## src/rtl/cdrx_pkg.sv

```systemverilog
package cdrx_pkg;
    typedef enum logic [1:0] {
        ST_HUNT  = 2'd0,
        ST_SKIP  = 2'd1,
        ST_SHIFT = 2'd2,
        ST_HOLD  = 2'd3
    } rx_state_t;
endpackage

```

## src/rtl/cdrx_sync.sv

```systemverilog
module cdrx_sync #(
    parameter int W      = 4,
    parameter int STAGES = 2
) (
    input  logic         clk,
    input  logic         rst_n,
    input  logic [W-1:0] din,
    output logic [W-1:0] dout
);
    logic [W-1:0] chain [STAGES];

    for (genvar s = 0; s < STAGES; s++) begin : g_stage
        always_ff @(posedge clk or negedge rst_n) begin
            if (!rst_n) begin
                chain[s] <= '0;
            end else begin
                if (s == 0) chain[s] <= din;
                else        chain[s] <= chain[(s == 0) ? 0 : s-1];
            end
        end
    end

    assign dout = chain[STAGES-1];
endmodule

```

## src/rtl/cdrx_edge.sv

```systemverilog
module cdrx_edge (
    input  logic clk,
    input  logic rst_n,
    input  logic bck_s,
    input  logic fall_sel,
    output logic bit_edge
);
    logic bck_prev;

    always_ff @(posedge clk or negedge rst_n) begin
        if (!rst_n) bck_prev <= 1'b0;
        else        bck_prev <= bck_s;
    end

    // Rising or falling transition of the synchronised bit clock
    assign bit_edge = fall_sel ? (bck_prev & ~bck_s) : (~bck_prev & bck_s);
endmodule

```

## src/rtl/cdrx_framer.sv

```systemverilog
module cdrx_framer
    import cdrx_pkg::*;
#(
    parameter int SAMPLE_W   = 16,
    parameter int EXTRA_STEP = 8,
    parameter int CNT_W      = $clog2(SAMPLE_W + 2*EXTRA_STEP + 1)
) (
    input  logic             clk,
    input  logic             rst_n,
    input  logic             bit_edge,
    input  logic             lrck_s,
    input  logic [1:0]       span_code,
    output logic             take,
    output logic [CNT_W-1:0] smp_idx,
    output logic             half_level,
    output logic             frm_err_pulse
);
    localparam int MAX_SPAN = SAMPLE_W + 2*EXTRA_STEP;
    localparam logic [CNT_W-1:0] LEAD_MID  = CNT_W'(EXTRA_STEP);
    localparam logic [CNT_W-1:0] LEAD_LONG = CNT_W'(2*EXTRA_STEP);
    localparam logic [CNT_W-1:0] SMP_LAST  = CNT_W'(SAMPLE_W-1);
    localparam logic [CNT_W-1:0] POS_MAX   = CNT_W'(MAX_SPAN);

    rx_state_t        state_q, state_d;
    logic [CNT_W-1:0] pos_q;
    logic             primed_q, lrck_prev_q, level_q;
    logic [CNT_W-1:0] lead, idx;
    logic             toggle, in_half;

    always_comb begin
        unique case (span_code)
            2'd0:    lead = '0;
            2'd1:    lead = LEAD_MID;
            default: lead = LEAD_LONG;
        endcase
    end

    assign toggle  = bit_edge && primed_q && (lrck_s != lrck_prev_q);
    assign idx     = toggle ? '0 : pos_q;
    assign in_half = (state_q == ST_SKIP) || (state_q == ST_SHIFT);

    // Next-state logic
    always_comb begin
        state_d = state_q;
        if (toggle) begin
            state_d = (lead == '0) ? ST_SHIFT : ST_SKIP;
        end else if (bit_edge) begin
            unique case (state_q)
                ST_HUNT:  state_d = ST_HUNT;
                ST_SKIP:  if (idx == lead - 1'b1) state_d = ST_SHIFT;
                ST_SHIFT: if (idx == lead + SMP_LAST) state_d = ST_HOLD;
                ST_HOLD:  state_d = ST_HOLD;
            endcase
        end
    end

    // State and counters
    always_ff @(posedge clk or negedge rst_n) begin
        if (!rst_n) begin
            state_q     <= ST_HUNT;
            pos_q       <= '0;
            primed_q    <= 1'b0;
            lrck_prev_q <= 1'b0;
            level_q     <= 1'b0;
        end else begin
            state_q <= state_d;
            if (bit_edge) begin
                primed_q    <= 1'b1;
                lrck_prev_q <= lrck_s;
                if (toggle) begin
                    pos_q   <= CNT_W'(1);
                    level_q <= lrck_s;
                end else if (pos_q != POS_MAX) begin
                    pos_q <= pos_q + 1'b1;
                end
            end
        end
    end

    // Outputs
    always_comb begin
        take          = 1'b0;
        frm_err_pulse = toggle && in_half;
        half_level    = toggle ? lrck_s : level_q;
        smp_idx       = idx - lead;
        if (toggle) begin
            take = (lead == '0);
        end else if (bit_edge) begin
            unique case (state_q)
                ST_SHIFT:                   take = 1'b1;
                ST_HUNT, ST_SKIP, ST_HOLD:  take = 1'b0;
            endcase
        end
    end
endmodule

```

## src/rtl/cdrx_assembler.sv

```systemverilog
module cdrx_assembler #(
    parameter int SAMPLE_W = 16,
    parameter int CNT_W    = 6
) (
    input  logic                clk,
    input  logic                rst_n,
    input  logic                take,
    input  logic [CNT_W-1:0]    smp_idx,
    input  logic                din,
    input  logic                flag_in,
    input  logic                half_level,
    input  logic                lsb_first,
    input  logic                left_low,
    input  logic                lower_first,
    input  logic                no_flag,
    output logic                done,
    output logic                w_chan,
    output logic [SAMPLE_W-1:0] w_sample,
    output logic [1:0]          w_err
);
    localparam logic [CNT_W-1:0] HALF_K   = CNT_W'(SAMPLE_W/2);
    localparam logic [CNT_W-1:0] LAST_K   = CNT_W'(SAMPLE_W-1);

    logic [SAMPLE_W-1:0] shift_q, shift_d;
    logic                grp_a_q, grp_b_q, grp_a_d, grp_b_d;

    always_comb begin
        shift_d = shift_q;
        grp_a_d = grp_a_q;
        grp_b_d = grp_b_q;
        if (take) begin
            shift_d = lsb_first ? {din, shift_q[SAMPLE_W-1:1]}
                                : {shift_q[SAMPLE_W-2:0], din};
            if (smp_idx == '0) begin
                grp_a_d = flag_in;
                grp_b_d = 1'b0;
            end else if (smp_idx < HALF_K) begin
                grp_a_d = grp_a_q | flag_in;
            end else begin
                grp_b_d = grp_b_q | flag_in;
            end
        end
    end

    always_ff @(posedge clk or negedge rst_n) begin
        if (!rst_n) begin
            shift_q <= '0;
            grp_a_q <= 1'b0;
            grp_b_q <= 1'b0;
        end else begin
            shift_q <= shift_d;
            grp_a_q <= grp_a_d;
            grp_b_q <= grp_b_d;
        end
    end

    assign done     = take && (smp_idx == LAST_K);
    assign w_sample = shift_d;
    assign w_chan   = half_level ^ ~left_low;
    assign w_err    = no_flag     ? 2'b00 :
                      lower_first ? {grp_b_d, grp_a_d} : {grp_a_d, grp_b_d};
endmodule

```

## src/rtl/cd_frame_rx.sv

```systemverilog
module cd_frame_rx #(
    parameter int SAMPLE_W    = 16,
    parameter int EXTRA_STEP  = 8,
    parameter int SYNC_STAGES = 2
) (
    input  logic                clk,
    input  logic                rst_n,
    input  logic                cd_bck,
    input  logic                cd_lrck,
    input  logic                cd_data,
    input  logic                cd_eflag,
    input  logic [1:0]          cfg_span,
    input  logic                cfg_lsb_first,
    input  logic                cfg_left_low,
    input  logic                cfg_flag_lower_first,
    input  logic                cfg_fall_edge,
    input  logic                cfg_no_flag,
    output logic                out_valid,
    input  logic                out_ready,
    output logic                out_chan,
    output logic [SAMPLE_W-1:0] out_sample,
    output logic [1:0]          out_err,
    output logic                frm_err
);
    localparam int CNT_W = $clog2(SAMPLE_W + 2*EXTRA_STEP + 1);

    logic [3:0]          pins_s;
    logic                bit_edge, take, half_level, frm_err_pulse, done;
    logic [CNT_W-1:0]    smp_idx;
    logic                w_chan;
    logic [SAMPLE_W-1:0] w_sample;
    logic [1:0]          w_err;

    cdrx_sync #(.W(4), .STAGES(SYNC_STAGES)) u_sync (
        .clk  (clk),
        .rst_n(rst_n),
        .din  ({cd_bck, cd_lrck, cd_data, cd_eflag}),
        .dout (pins_s)
    );

    cdrx_edge u_edge (
        .clk     (clk),
        .rst_n   (rst_n),
        .bck_s   (pins_s[3]),
        .fall_sel(cfg_fall_edge),
        .bit_edge(bit_edge)
    );

    cdrx_framer #(.SAMPLE_W(SAMPLE_W), .EXTRA_STEP(EXTRA_STEP), .CNT_W(CNT_W)) u_framer (
        .clk          (clk),
        .rst_n        (rst_n),
        .bit_edge     (bit_edge),
        .lrck_s       (pins_s[2]),
        .span_code    (cfg_span),
        .take         (take),
        .smp_idx      (smp_idx),
        .half_level   (half_level),
        .frm_err_pulse(frm_err_pulse)
    );

    cdrx_assembler #(.SAMPLE_W(SAMPLE_W), .CNT_W(CNT_W)) u_asm (
        .clk        (clk),
        .rst_n      (rst_n),
        .take       (take),
        .smp_idx    (smp_idx),
        .din        (pins_s[1]),
        .flag_in    (pins_s[0]),
        .half_level (half_level),
        .lsb_first  (cfg_lsb_first),
        .left_low   (cfg_left_low),
        .lower_first(cfg_flag_lower_first),
        .no_flag    (cfg_no_flag),
        .done       (done),
        .w_chan     (w_chan),
        .w_sample   (w_sample),
        .w_err      (w_err)
    );

    // Single-entry output register toward the FIFO
    always_ff @(posedge clk or negedge rst_n) begin
        if (!rst_n) begin
            out_valid  <= 1'b0;
            out_chan   <= 1'b0;
            out_sample <= '0;
            out_err    <= 2'b00;
            frm_err    <= 1'b0;
        end else begin
            if (frm_err_pulse) frm_err <= 1'b1;
            if (done && (!out_valid || out_ready)) begin
                out_valid  <= 1'b1;
                out_chan   <= w_chan;
                out_sample <= w_sample;
                out_err    <= w_err;
            end else if (out_ready) begin
                out_valid <= 1'b0;
            end
        end
    end
endmodule

```

## config.mk

```make
export PLATFORM = sky130hd
export DESIGN_NAME = cd_frame_rx
export DESIGN_NICKNAME = d
export VERILOG_FILES = /design/src/rtl/cdrx_pkg.sv /design/src/rtl/cdrx_sync.sv /design/src/rtl/cdrx_edge.sv /design/src/rtl/cdrx_framer.sv /design/src/rtl/cdrx_assembler.sv /design/src/rtl/cd_frame_rx.sv
export SDC_FILE = /design/constraint.sdc
export NUM_CORES = 1
export LEC_CHECK = 0
export CORE_ASPECT_RATIO = 0.7
export CORE_MARGIN = 10
export CORE_UTILIZATION = 25
export CTS_BUF_LIST = sky130_fd_sc_hd__clkbuf_16
export DETAILED_ROUTE_END_ITERATION = 8
export SYNTH_ARGS = -nofsm -noshare
export SYNTH_HDL_FRONTEND = slang
export SYNTH_HIERARCHICAL = 1
export SYNTH_SLANG_ARGS = --single-unit
```

## constraint.sdc

```tcl
create_clock -name clk -period 3.64 [get_ports clk]
set_input_delay 1.092 -clock clk [delete_from_list [all_inputs] [get_ports clk]]
set_output_delay 1.092 -clock clk [all_outputs]
set_load 0.1 [all_outputs]
```

* After elaboration in Yosys (flattened, before gate mapping)
Index checks and enable logic that the tools add are counted.
** Word-level totals
- Bits in read-only memories :: 0
- Latch bits :: 0
- Output and inout bits :: 21
- Flip-flop bits (word level) :: 59
- Input bits :: 14
- Logic and storage cells :: 85
- Memories :: 0
- Memory bits (writable) :: 0
** Operators by class
- Bitwise operators :: 8
- Add/subtract/negate cells :: 4
- Multipliers :: 0
- Order comparisons :: 1
- Shift-type cells :: 0
- Div/mod/pow operators :: 0
- Reductions and logical operators :: 18
- Equal/unequal tests :: 11
- Mux-type cells :: 27
** Operators by type and width (number)
- $mux 16 :: 2
- $mux 6 :: 3
- $mux 2 :: 7
- $eq 6x6->1 :: 2
- $logic_not 6->1 :: 2
- $mux 1 :: 12
- $pmux 5 s2 :: 1
- $pmux 2 s4 :: 1
- $add 5x4->6 const B :: 1
- $add 6x1->6 const B :: 1
- $eq 6x4->1 const B :: 1
- $lt 6x4->1 const B :: 1
- $ne 3x2->1 const B :: 2
- $ne 6x6->1 const B :: 1
- $reduce_bool 2->1 :: 3
- $sub 5x1->6 const B :: 1
- $sub 6x5->6 :: 1
- $logic_and 1x1->1 :: 5
- $eq 2x1->1 const B :: 2
- $eq 2x2->1 const B :: 2
- $logic_not 2->1 :: 2
- $not 1->1 :: 3
- $reduce_and 3->1 :: 1
- $reduce_or 3->1 :: 1
- 8 further kinds :: 11

* Depth between registers and ports, before layout
- Depth in word-level cells :: 13
- Depth in mapped cells :: 15
- Depth with buffers taken out :: 13

* Modules after synthesis
Netlist, hierarchy kept.
** Modules (own cells, without submodules)
- cdrx_framer :: sequential area each 275.3 sq um, area each 908.4 sq um, cells an instance 100, times used 1
- cdrx_assembler :: sequential area each 450.4 sq um, area each 898.4 sq um, cells an instance 89, times used 1
- cd_frame_rx :: sequential area each 525.5 sq um, area each 835.8 sq um, cells an instance 45, times used 1
- cdrx_sync :: sequential area each 200.2 sq um, area each 230.2 sq um, cells an instance 12, times used 1
- cdrx_edge :: sequential area each 25.0 sq um, area each 47.5 sq um, cells an instance 4, times used 1

* Worst setup path before layout
No wires, ideal clock.
- Kind :: in2reg
- From :: in cfg_fall_edge
- To :: reg out_err[0]
- Setup time :: 0.126 ns
- Slack :: 0.191 ns
- Cell stages on the path :: 12
- Arrival time :: 3.323 ns
- Data required time :: 3.514 ns
- Buffers on the path :: 0
- Path through :: nand3b_1 -> o21ai_2 -> and2_1 -> nand2_1 -> nand2_1 -> ha_1 -> fa_1 -> xnor2_1 -> or3_1 -> a221oi_1 -> a311oi_1 -> mux2_2
** On the way
- Cells in the longest elaborated chain, start to end :: 11
- Elaborated cells on any way between the ends :: 20
- Those cells by class :: add/sub: 1; order compare: 1; eq/ne: 1; mux: 12; reduce/logical: 5
** RTL lines
- start: declaration :: RTL line cd_frame_rx.sv:16 : input logic cfg_fall_edge,
- $mux 1 * :: RTL line cdrx_edge.sv:16 : assign bit_edge = fall_sel ? (bck_prev & ~bck_s) : (~bck_prev & bck_s);
- net bit_edge :: RTL line cd_frame_rx.sv:28 : logic bit_edge, take, half_level, frm_err_pulse, done;
- $logic_and 1x1->1 * (2 in series) :: RTL line cdrx_framer.sv:38 : assign toggle = bit_edge && primed_q && (lrck_s != lrck_prev_q);
- $mux 6 * :: RTL line cdrx_framer.sv:39 : assign idx = toggle ? '0 : pos_q;
- $sub 6x5->6 * :: RTL line cdrx_framer.sv:85 : smp_idx = idx - lead;
- net smp_idx[5] :: RTL line cd_frame_rx.sv:29 : logic [CNT_W-1:0] smp_idx;
- $lt 6x4->1 :: RTL line cdrx_assembler.sv:37 : end else if (smp_idx < HALF_K) begin
- $mux 1 :: RTL line cdrx_assembler.sv:37
- $mux 1 :: RTL line cdrx_assembler.sv:34 : if (smp_idx == '0) begin
- $mux 1 :: RTL line cdrx_assembler.sv:31 : if (take) begin
- $mux 2 * :: RTL line cdrx_assembler.sv:61 : lower_first ? {grp_b_d, grp_a_d} : {grp_a_d, grp_b_d};
- $mux 2 * :: RTL line cdrx_assembler.sv:60 : assign w_err = no_flag ? 2'b00 :
- net w_err[0] :: RTL line cd_frame_rx.sv:32 : logic [1:0] w_err;
- end signal: assignment :: RTL line cd_frame_rx.sv:93 : out_err <= w_err;
- end: declaration :: RTL line cd_frame_rx.sv:22 : output logic [1:0] out_err,
The timed path passes the listed nets; every way through them passes the cells marked *.
A chain may end at the register's enable or synchronous reset.

* Final worst setup path
- From :: in cfg_span[1]
- To :: reg out_err[0]
** On the way
- Cells in the longest elaborated chain, start to end :: 9
- Elaborated cells on any way between the ends :: 19
- Those cells by class :: add/sub: 1; order compare: 1; eq/ne: 2; mux: 10; reduce/logical: 5
** RTL lines
- start: declaration :: RTL line cd_frame_rx.sv:12 : input logic [1:0] cfg_span,
- $eq 2x1->1 or $logic_not 2->1 (tied branches) :: RTL line cdrx_framer.sv:31 : unique case (span_code)
- $pmux 5 s2 * :: RTL line cdrx_framer.sv:31
- $sub 6x5->6 * :: RTL line cdrx_framer.sv:85
- net smp_idx[4] :: RTL line cd_frame_rx.sv:29
- $lt 6x4->1 :: RTL line cdrx_assembler.sv:37
- $mux 1 :: RTL line cdrx_assembler.sv:37
- $mux 1 :: RTL line cdrx_assembler.sv:34
- $mux 1 :: RTL line cdrx_assembler.sv:31
- $mux 2 * :: RTL line cdrx_assembler.sv:61
- $mux 2 * :: RTL line cdrx_assembler.sv:60
- net w_err[0] :: RTL line cd_frame_rx.sv:32
Marks and branches as above.

==> flow_summary.ini <==
[clocking]
root_buffer = clkbuf_16
cts.sinks = 59
cts_tree = yes
worstSkewPairLatency_ns = 0.32
clk_pin_slew_ns = 0.05
numCtsBuffers = 9
cts_max_path_buffers = 2
cts_max_level = 3
holdBufCountCts = 0

[timing]
rsz0062_at_grt = false
max_freq_mhz = 295.5
timing.hold.ws_ns = 0.3433
finalHoldViolCount = 0
slew_violations = 0
setup_violations = 0
maxSlewHeadroom = 0.5756
fin_crit_ns = 3.384
clock_skew_ns = 0.004795
period_share = 0.9297
worstMarginPinSlew_ns = 0.6365

[route]
wl_per_cell_um = 13.74
wl_um = 6224
drt_drc_violations_left = 0
num_vias = 1982
viasPerCell = 4.375
first_pass_iters = 5
dr.first_iter.drc_count = 99
ant_nets = 0

[yosys]
synth.area.top_cells = dfrtp_1 51%, mux2i_1 6.5%, mux2_4 5.1%, mux2_2 3.9%, ha_1 3.4%
synth.most_common_cell = dfrtp_1
ys_ff_latch = 59
yosysTopAreaCellShare = 0.5056
ys.flop_type = dfrtp_1
yosysWarnings = 6
syn_area_um2 = 2920
yosysSeqAreaShare = 0.5056
yosysUniqueCellTypes = 52
yosys-top-cells-count = 59 x dfrtp_1, 22 x nor2_1, 19 x mux2i_1
yosys.area.top_type = dfrtp_1
syn_nets = 273
synthCells = 250
synth-edff-count = 0
avgSynthCellArea_um2 = 11.68
synthArstFlopShare = 1.000

[grt]
grt_max_degree = 29
track_usage = 0.07943
grt_pass1_wl_um = 10580
antenna_found_initial = 0
grt_pass1_vias = 1982
grt-ovfl-total = 0

[worst_hold_path]
whs_path_depth = 0
hold_path.class = reg -> reg

[place]
portBuffers = 34
dpl.hpwl_um = 4647
place_area_um2 = 3415
gp_congestion = 0.7961

[job]
cap_violations = 0

[critical_path]
critPathMaxStageDelay_ns = 0.51
path_class = in -> reg
crit_arrival_ns = 3.59
critPathMaxFanout = 4
crit_required_ns = 3.85
cp_cell_sequence = clkdlybuf4s50_1, and2b_2, ha_1, fa_2, inv_1, or3_4, a221oi_2, a311oi_1, mux2_2
crit_cells = 9
end_kind = flip-flop
ff2ff_path_depth = 12
path_buf_inv = 2
cp_top_family = adder cells
slowest_stage = fa_2
start_kind = primary input

[pwr]
powerDensity_nw_per_um2 = 620.5
p_leak_nw = 1.786
vdd_ir_drop_max_mv = 0.2809
power_mw = 2.349

[finish]
final_util = 0.3377
antenna_cells = 0
areaGrowthSynthToFinish_pct = 29.65
nets = 318
drive_above_1_share = 0.3100
finalInstanceArea_um2 = 3786

[floorplanning]
die_area_um2 = 16470
ios = 35
die_y_um = 110.4
die_w_um = 149.2
start_util = 0.2605
core_um2 = 11210
rows = 32

[run_status]
run_status = finished clean
path summary, 6_finish.rpt:
| path | end | startpoint | slack, ns |
|---|---|---|---|
| max reg2reg | out_err[0] | u_sync/dout[3] | 0.82 |
| max | out_err[0] | cfg_span[1] | 0.26 |
| max in group asynchronous | u_framer/lrck_prev_q | rst_n | 2.15 |
| min reg2reg | u_sync/dout[1] | u_sync/chain[5] | 0.34 |
| min | u_sync/dout[1] | u_sync/chain[5] | 0.34 |
| min in group asynchronous | out_err[0] | rst_n | 0.80 |
layer usage:
layer  GRT usage  vias to the layer above  routed length (um)
met3     0.04031                        8                 384
met4     0.03310                        0                 135
met2     0.09862                       50                2493
met1      0.1105                      960                3210
li1            -                      964                   -
met5           0                        -                   0
cell type report:
class	instances	area, um^2
Sequential cell	59	1476
Multi-Input combinational cell	168	1349
Clock inverter	7	107.6
Tap cell	153	191.4
Fill cell	1140	7425
Timing Repair Buffer	48	402.9
Clock buffer	9	225.2
Inverter	9	33.78
cell families after synthesis:
| family | Yosys count | synth area share |
|---|---|---|
| AOI/OAI and AO/OA | 42 | 0.1015 |
| xor gates and xnor gates | 5 | 0.01757 |
| adders and majority gates | 9 | 0.04113 |
| buffers and inverters | 23 | 0.04627 |
| DFF | 59 | 0.5056 |
| muxes | 39 | 0.1551 |
| and+or+nand+nor | 73 | 0.1328 |
worst reg2reg max path, cell delays in order, from the launching register on:
cell,delay [ns]
dfrtp_1,0.39
nand2b_1,0.10
o21ai_2,0.07
and2_1,0.19
nand2_2,0.10
nand2_1,0.07
ha_1,0.20
fa_2,0.52
inv_1,0.05
or3_4,0.42
a221oi_2,0.29
a311oi_1,0.07
mux2_2,0.26
stage by stage:
step                TNS [ns]  instances  worst slack, ns
global route               0        453           0.1432
floorplan                  0        250           0.1912
global placement      -5.534        437          -0.3366
CTS                        0        453          0.02924
finish                     0        453           0.2560
detailed placement    -5.789        437          -0.3943
where the power goes:
part           switching [mW]  internal (mW)
Sequential              0.109          0.779
Clock                   0.282          0.660
Combinational           0.300          0.219
cell usage in the layout (no fill, tap or decap), types with 3 or more instances in the layout:
cell,instances
a21oi_1,17
and2_1,6
and3_1,4
buf_4,34
bufinv_16,3
clkbuf_16,9
clkdlybuf4s50_1,11
dfrtp_1,59
ha_1,8
inv_1,9
mux2_2,10
mux2_4,10
mux2i_1,19
nand2_1,17
nand2b_1,3
nor2_1,21
o21ai_0,5
or2_2,3
sequential cells by signal (all words and copies together), names as in the netlist, 2 cells and up:
| name | cells |
|---|---|
| u_framer/pos_q | 6 |
| u_sync/chain | 4 |
| out_sample | 16 |
| u_asm/shift_q | 16 |
| out_err | 2 |
| u_sync/dout | 4 |
| u_framer/state_q | 2 |
timing repair:
action                                  4_1_cts  5_1_grt
buffers inserted                              0        0
endpoints found under the setup margin        2       19
pin swaps                                     0        3
resized for setup                             4        5
Power figures use the tool's default switching activity.
